$ cat src/rtl/adc_ser_pkg.sv
package adc_ser_pkg;
  localparam int unsigned DATA_W  = 14;
  localparam int unsigned FRAME_W = 16;

  typedef enum logic [1:0] {
    LEN_12 = 2'd0,
    LEN_14 = 2'd1,
    LEN_16 = 2'd2,
    LEN_16B = 2'd3
  } frame_len_e;

  function automatic int unsigned total_bits(input logic [1:0] code);
    case (code)
      LEN_12:  return 12;
      LEN_14:  return 14;
      default: return 16;
    endcase
  endfunction

  function automatic int unsigned lane_bits(input logic two, input logic [1:0] code);
    return two ? total_bits(code) / 2 : total_bits(code);
  endfunction
endpackage

$ cat src/rtl/adc_ser_hold.sv
module adc_ser_hold #(
  parameter int unsigned DW = 14
) (
  input  logic          clk,
  input  logic          rst_n,
  input  logic          in_valid,
  output logic          in_ready,
  input  logic [DW-1:0] in_data,
  input  logic          take,
  output logic          full,
  output logic [DW-1:0] data
);
  logic          full_q;
  logic [DW-1:0] data_q;

  assign in_ready = ~full_q;
  assign full     = full_q;
  assign data     = data_q;

  always_ff @(posedge clk or negedge rst_n) begin
    if (!rst_n) begin
      full_q <= 1'b0;
      data_q <= '0;
    end else begin
      if (take) full_q <= 1'b0;
      if (in_valid && ~full_q) begin
        full_q <= 1'b1;
        data_q <= in_data;
      end
    end
  end
endmodule

$ cat src/rtl/adc_ser_frame_ctr.sv
module adc_ser_frame_ctr #(
  parameter int unsigned KW = 5
) (
  input  logic          clk,
  input  logic          rst_n,
  input  logic          bit_en,
  input  logic [KW-1:0] n_in,
  output logic          start,
  output logic [KW-1:0] k,
  output logic [KW-1:0] n_eff
);
  logic [KW-1:0] cnt_q;
  logic [KW-1:0] n_q;

  assign start = (cnt_q == '0);
  assign k     = cnt_q;
  assign n_eff = start ? n_in : n_q;

  always_ff @(posedge clk or negedge rst_n) begin
    if (!rst_n) begin
      cnt_q <= '0;
      n_q   <= '0;
    end else if (bit_en) begin
      if (start) n_q <= n_in;
      if (cnt_q == n_eff - KW'(1)) cnt_q <= '0;
      else                         cnt_q <= cnt_q + KW'(1);
    end
  end
endmodule

$ cat src/rtl/adc_ser_lane_pick.sv
module adc_ser_lane_pick #(
  parameter int unsigned FW = 16,
  parameter int unsigned KW = 5
) (
  input  logic [FW-1:0] word,
  input  logic [KW-1:0] k,
  input  logic          two,
  output logic [1:0]    bits
);
  localparam int unsigned IW = KW + 1;

  for (genvar l = 0; l < 2; l++) begin : g_lane
    logic [IW-1:0] idx;
    logic          avail;
    always_comb begin
      if (two) idx = IW'(FW - 1) - ({k, 1'b0} + IW'(l));
      else     idx = IW'(FW - 1) - {1'b0, k};
      avail = (l == 0) || two;
      if (avail && (idx < IW'(FW))) bits[l] = word[idx[$clog2(FW)-1:0]];
      else                         bits[l] = 1'b0;
    end
  end
endmodule

$ cat src/rtl/adc_word_serializer.sv
module adc_word_serializer #(
  parameter int unsigned DW = adc_ser_pkg::DATA_W,
  parameter int unsigned FW = adc_ser_pkg::FRAME_W
) (
  input  logic          clk,
  input  logic          rst_n,
  input  logic          smp_valid,
  output logic          smp_ready,
  input  logic [DW-1:0] smp_data,
  input  logic          bit_en,
  input  logic          cfg_two_lane,
  input  logic [1:0]    cfg_len,
  output logic          lane_a,
  output logic          lane_b,
  output logic          frame_out,
  output logic          dclk_out
);
  localparam int unsigned KW  = $clog2(FW + 1);
  localparam int unsigned PAD = FW - DW;

  logic          hold_full;
  logic [DW-1:0] hold_data;
  logic          frm_start;
  logic [KW-1:0] k, n_in, n_eff, half;
  logic [FW-1:0] word_q, start_word, word_eff;
  logic          two_q, two_eff;
  logic [1:0]    pick;

  assign n_in = KW'(adc_ser_pkg::lane_bits(cfg_two_lane, cfg_len));

  adc_ser_hold #(.DW(DW)) u_hold (
    .clk(clk), .rst_n(rst_n),
    .in_valid(smp_valid), .in_ready(smp_ready), .in_data(smp_data),
    .take(bit_en && frm_start), .full(hold_full), .data(hold_data)
  );

  adc_ser_frame_ctr #(.KW(KW)) u_ctr (
    .clk(clk), .rst_n(rst_n), .bit_en(bit_en), .n_in(n_in),
    .start(frm_start), .k(k), .n_eff(n_eff)
  );

  assign start_word = hold_full ? {hold_data, {PAD{1'b0}}} : '0;
  assign word_eff   = frm_start ? start_word : word_q;
  assign two_eff    = frm_start ? cfg_two_lane : two_q;
  assign half       = (n_eff + KW'(1)) >> 1;

  adc_ser_lane_pick #(.FW(FW), .KW(KW)) u_pick (
    .word(word_eff), .k(k), .two(two_eff), .bits(pick)
  );

  always_ff @(posedge clk or negedge rst_n) begin
    if (!rst_n) begin
      word_q    <= '0;
      two_q     <= 1'b0;
      lane_a    <= 1'b0;
      lane_b    <= 1'b0;
      frame_out <= 1'b0;
      dclk_out  <= 1'b0;
    end else if (bit_en) begin
      if (frm_start) begin
        word_q <= start_word;
        two_q  <= cfg_two_lane;
      end
      lane_a    <= pick[0];
      lane_b    <= pick[1];
      frame_out <= (k < half);
      dclk_out  <= ~dclk_out;
    end
  end
endmodule

$ cat config.mk
export PLATFORM = sky130hd
export DESIGN_NAME = adc_word_serializer
export DESIGN_NICKNAME = d
export VERILOG_FILES = /design/src/rtl/adc_ser_pkg.sv /design/src/rtl/adc_ser_hold.sv /design/src/rtl/adc_ser_frame_ctr.sv /design/src/rtl/adc_ser_lane_pick.sv /design/src/rtl/adc_word_serializer.sv
export SDC_FILE = /design/constraint.sdc
export NUM_CORES = 1
export LEC_CHECK = 0
export CAP_MARGIN = 20
export CORE_ASPECT_RATIO = 1.25
export CORE_UTILIZATION = 28
export CTS_CLUSTER_SIZE = 14
export DETAILED_ROUTE_END_ITERATION = 7
export PLACE_DENSITY_LB_ADDON = 0.1
export RECOVER_POWER = 100
export SLEW_MARGIN = 25
export SYNTH_ARGS = -nofsm -noshare
export SYNTH_HDL_FRONTEND = slang
export SYNTH_SLANG_ARGS = --single-unit
$ cat constraint.sdc
create_clock -name clk -period 8.23 [get_ports clk]
set_input_delay 1.2345 -clock clk [delete_from_list [all_inputs] [get_ports clk]]
set_output_delay 1.2345 -clock clk [all_outputs]
set_load 0.02 [all_outputs]
== Yosys cells after proc, flatten, opt, wreduce, memory -nomap -nowiden ==
Cells that the tools add are included.

* Bits in registers: 46
* Latch bits: 0
* RAM bits: 0
* Bits in read-only memories: 0
* Input bits: 21
* Output and inout bits: 5
* Logic and storage cells: 49
* Memories: 0

* Add/sub/neg operators: 7
* $mul: 0
* Divide/modulo/power cells: 0
* Magnitude comparators: 5
* Eq/ne operators: 2
* Shift-type cells: 0
* Muxes and demuxes: 17
* Bitwise gates (word level): 2
* Reductions and logical operators: 6

{| class="wikitable"
|+ Operator list
! operator !! number
|-
| $mux W16 || 2
|-
| $mux W5 || 3
|-
| $lt A6 B5 Y1 const B || 2
|-
| $mux W6 || 2
|-
| $sub A4 B6 Y6 const A || 2
|-
| $add A5 B1 Y5 const B || 2
|-
| $lt A4 B5 Y1 const B || 2
|-
| $pmux W5 S2 || 1
|-
| $bmux W1 S4 || 2
|-
| $mux W1 || 7
|-
| $add A6 B1 Y6 const B || 1
|-
| $sub A4 B5 Y6 const A || 1
|-
| $eq A5 B5 Y1 || 1
|-
| $logic_not A5 Y1 || 1
|-
| $lt A5 B4 Y1 || 1
|-
| $sub A5 B1 Y5 const B || 1
|-
| $logic_and A1 B1 Y1 || 3
|-
| $eq A2 B1 Y1 const B || 1
|-
| $logic_not A2 Y1 || 1
|-
| $not A1 Y1 || 2
|-
| $reduce_bool A2 Y1 || 1
|}

== Depth between registers and ports, before layout ==
* Depth in word-level cells: 7
* Depth in mapped cells: 14
* Mapped depth without buffers: 11

== Modules after synthesis ==
From an unflattened synthesis, not the netlist that was laid out.

* Cells, all modules: 309
* Area total of the unflattened synthesis: 3129.3 µm²

{| class="wikitable"
|+ Modules (own cells, without submodules)
! module !! times used !! cells each !! area an instance (µm²) !! seq. area each (µm²)
|-
| adc_word_serializer || 1 || 137 || 1283.7 || 525.5
|-
| adc_ser_frame_ctr || 1 || 74 || 783.3 || 250.2
|-
| adc_ser_hold || 1 || 34 || 615.6 || 375.4
|-
| adc_ser_lane_pick || 1 || 64 || 446.7 || 0.0
|}

== Least setup slack after synthesis ==
Ideal clock, no wire load.

* Path type: input-to-reg
* Start point: input port cfg_two_lane
* End point: register u_ctr.cnt_q[4], in the netlist u_ctr.k[4]
* Setup time: 0.133 ns
* Data arrival time: 3.202 ns
* Data required time: 8.097 ns
* Path slack: 4.895 ns
* Stages on the path: 10
* Path buffers: 1
* Cell sequence: clkbuf_1 > inv_1 > ha_1 > nand2b_1 > xnor2_1 > mux2i_1 > xnor2_1 > a2111oi_4 > o21ai_1 > o2bb2ai_1

* Cells in the longest elaborated chain, start to end: 5

{| class="wikitable"
|+ Ends and longest elaborated chain
! element !! RTL line !! RTL
|-
| from (decl) || adc_word_serializer.sv:11 || <nowiki>input logic cfg_two_lane,</nowiki>
|-
| $mux W5 || adc_ser_pkg.sv:21 || <nowiki>return two ? total_bits(code) / 2 : total_bits(code);</nowiki>
|-
| $mux W5 || adc_ser_frame_ctr.sv:17 || <nowiki>assign n_eff = start ? n_in : n_q;</nowiki>
|-
| $sub A5 B1 Y5 || adc_ser_frame_ctr.sv:25 || <nowiki>if (cnt_q == n_eff - KW'(1)) cnt_q <= '0;</nowiki>
|-
| $eq A5 B5 Y1 || adc_ser_frame_ctr.sv:25 ||
|-
| $mux W5 || adc_ser_frame_ctr.sv:25 ||
|-
| to (signal assigned) || adc_ser_frame_ctr.sv:26 || <nowiki>else cnt_q <= cnt_q + KW'(1);</nowiki>
|-
| to (decl) || adc_ser_frame_ctr.sv:12 || <nowiki>logic [KW-1:0] cnt_q;</nowiki>
|}

Every way passes these cells.
A chain may end at the register's enable or synchronous reset.

== Worst setup path after layout ==
* Start point: register u_ctr.cnt_q[0], in the netlist u_ctr.k[0]
* End point: register u_ctr.cnt_q[4], in the netlist u_ctr.k[4]

* Cells in the longest elaborated chain, start to end: 5
* Elaborated cells between the ends (all ways): 6
* Classes of those cells: add/sub: 2; eq/ne: 1; mux: 2; reduce/logical: 1

{| class="wikitable"
|+ Ends and longest elaborated chain
! element !! RTL line !! RTL
|-
| $logic_not A5 Y1 || adc_ser_frame_ctr.sv:15 || <nowiki>assign start = (cnt_q == '0);</nowiki>
|-
| $mux W5 || adc_ser_frame_ctr.sv:17 ||
|-
| $sub A5 B1 Y5 || adc_ser_frame_ctr.sv:25 ||
|-
| $eq A5 B5 Y1 || adc_ser_frame_ctr.sv:25 ||
|-
| $mux W5 * || adc_ser_frame_ctr.sv:25 ||
|}

Mark *: on every way between the ends. The rest lies on a longest branch, timed or not.

==> summary.txt <==
Placed design
  • Dpl cell area: 0.00328 mm2
  • Hpwl dp: 4910 um
  • Dpl ws: 3980 ps
  • PortBufs: 25
  • Final Wtd Congestion: 0.846

Power and ir drop
  • Leak: 1.40 nW
  • PD cells: 325 mW/mm2
  • Max VDD drop: 0.000127 V
  • Pwr Total: 1.10 mW

CTS
  • Clk slew on worst S/H paths: 70 ps
  • Cts hold-fix bufs: 0
  • Skew-Pair Late Insertion Delay: 290 ps
  • # clock sinks: 46
  • Max Root-Sink Buffers: 2
  • Post_cts resized: 0
  • Root Buffer: clkbuf_16
  • TritonCTS clock tree: yes
  • TritonCTS Buffers: 5
  • Postcts setup bufs: 0
  • H-tree Lvls: 2

Min path
  • Worst Hold Depth: 1
  • Hold Crit Start: dclk_out
  • Hold Path Class: register to register
  • WHS Endpoint: dclk_out

Final layout
  • Antenna cells: 0
  • Nets: 339
  • Final Cell Area: 0.00338 mm2
  • Area growth syn-to-layout: 15.6%
  • Layout cells sized above 1: 12.5%

Detailed routing
  • 1st-iter DRT viols: 76
  • Final ANT Viol Nets: 0
  • Vias: 2226
  • Post-DR wirelength/cell: 16.0 um
  • DRT Wirelength: 7050 um
  • DRC: 0
  • Vias per cell: 5.04
  • First drt pass iteration count: 4

Die
  • Die width: 93.4 um
  • Core Footprint: 0.0101 mm2
  • Die Y: 116 um
  • Die Footprint: 0.0109 mm2
  • FP Rows: 41
  • I/O pins: 26
  • Initial Util: 28.9%

Timing
  • Worst slew pin tran: 2600 ps
  • Max-slew headroom: -73.4%
  • Slew Viols, Final: 87
  • Final min period: 4840 ps
  • Final WS setup: 3390 ps
  • Final setup fails: 0
  • Crit share post-route: 58.8%
  • Hold Fails Final Rpt: 0
  • Setup_tns: 0 ps
  • Worst clock skew: 8.46 ps
  • Unrepaired setup endpoints after global routing: no
  • Fmax: 0.207 GHz

Setup path
  • FF-to-FF Start: u_ctr.k[0]
  • Crit path required time: 8350 ps
  • CP max FO: 24
  • Worst R2R Setup Slack: 3390 ps
  • Worst Reg-to-Reg Cells: 9
  • Worst Setup Start Kind: register
  • Worst Setup Path Type: register to register
  • Setup crit end kind: register
  • RR Endpoint: u_ctr.k[4]
  • Arr. time, crit path: 4960 ps

Global routing
  • GR Util All Layers: 14.2%
  • First-pass GRT wire length: 11800 um
  • Vias in the first global route: 2193
  • GR Overflow Total: 0
  • Largest net degree at the start of global routing: 47
  • Initial antenna violation count: 0

Synthesis
  • Synth Flop Type: dfrtp_1
  • Synth warn: 0
  • Post-synth net total: 325
  • Number of synthesized flops with an enable pin: 0
  • Syn Inst Count: 298
  • Yosys cell types: 51
  • Synth Register Bits: 46
  • Synth async-reset ratio: 100%
  • Syn_area_per_cell: 9.81 um2
  • Post-synthesis sequential area ratio: 39.4%
  • Netlist Area Pre-Place: 0.00292 mm2

Status
  • Outcome: complete, but fails checks
  • Failing checks: capacitance limit, slew limit

Run
  • Max-cap violation count: 3
-- power by group --
part,internal [mW],switching (mW),total (mW),leakage [nW]
Combinational,0.227,0.233,0.460,0.732
Sequential,0.304,0.0967,0.401,0.584
Clock,0.144,0.0944,0.238,0.0842
-- registers in the layout, indices dropped and copies added, names as in the netlist --
register and flops:
dclk_out 1, lane_b 1, u_ctr.k 5, two_q 1
lane_a 1, u_ctr.n_q 5, frame_out 1, u_hold.data 14
word_q 16, u_hold.full 1
-- worst max-delay path: stages (launching register included) --
cell and delay [ps]:
dfrtp_1 780, clkinv_1 410, ha_1 310, or4b_1 730, mux2i_1 430, xnor2_1 190, nand4b_1 130, a2111oi_0 1340
o21ai_1 170, o2bb2ai_1 170
-- layout make-up --
cell class	instances	area, um2
Timing Repair Buffer	29	260
Inverter	7	26.3
Clock buffer	5	125
Clock inverter	3	43.8
Fill cell	1035	6730
Tap cell	129	161
Multi-Input combinational cell	223	1610
Sequential cell	46	1150
-- layer usage --
| metal | track usage, % | share of wire, % | vias up |
|---|---|---|---|
| met1 | 18.2 | 47 | 1076 |
| met3 | 2.28 | 2.2 | 13 |
| li1 | - | - | 1099 |
| met4 | 5.85 | 2.8 | 0 |
| met5 | 0 | 0 | - |
| met2 | 23.9 | 48 | 38 |
-- placed cells by master, fill, tap and decap left out, types with 8 or more instances in the layout --
cell and instances:
dfrtp_1 46, nand2_1 30, mux2_2 29, mux2i_1 20
clkdlybuf4s50_1 17, nor2_1 13, o21ai_0 12, a21oi_1 12
and2_1 10, xnor2_1 8, nor3_1 8
-- through the flow --
stage	cells	util [%]	hold WS [ps]
6_report	442	33.4	460
5_1_grt	442	33.4	491
4_1_cts	442	34.1	474
3_5_place_dp	434	32.4	461
3_3_place_gp	434	32.4	454
2_1_floorplan	298	-	450
-- how the worst max path moves through the flow --
| stage | from | depth (start not counted) | endpoint | slack, ps |
|---|---|---|---|---|
| floorplan | cfg_two_lane | 10 | u_ctr.k[4] | 4900 |
| detailed placement | cfg_two_lane | 10 | u_ctr.k[0] | 3980 |
| CTS | u_ctr.k[0] | 9 | lane_a | 4120 |
| global route | u_ctr.k[0] | 9 | u_ctr.k[4] | 2860 |
| global placement | cfg_two_lane | 10 | u_ctr.k[0] | 3960 |
| finish | u_ctr.k[0] | 9 | u_ctr.k[4] | 3390 |
-- Yosys cell counts, drive strengths merged, types with 4 or more instances --
library cell,instances,area (um2)
a211oi,5,37.5
a21o,4,30.0
a21oi,12,60.1
and2,11,68.8
buf,6,30.0
clkbuf,16,60.1
dfrtp,46,1150
ha,6,75.1
inv,6,22.5
mux2,30,338
mux2i,20,225
nand2,30,113
nand2b,6,37.5
nand3,5,25.0
nor2,13,48.8
nor2b,5,31.3
nor3,8,40.0
o21ai,14,70.1
o31ai,4,30.0
xnor2,8,70.1
xor2,5,43.8
-- kinds of logic after synthesis --
logic type / share of synthesized area [%]
buf+inv: 3.98
fa+ha+maj: 2.57
xor+xnor: 3.90
compound gates: 15.2
mux: 19.3
flops: 39.4
simple gates: 15.8
(Power assumes the default switching activity.)
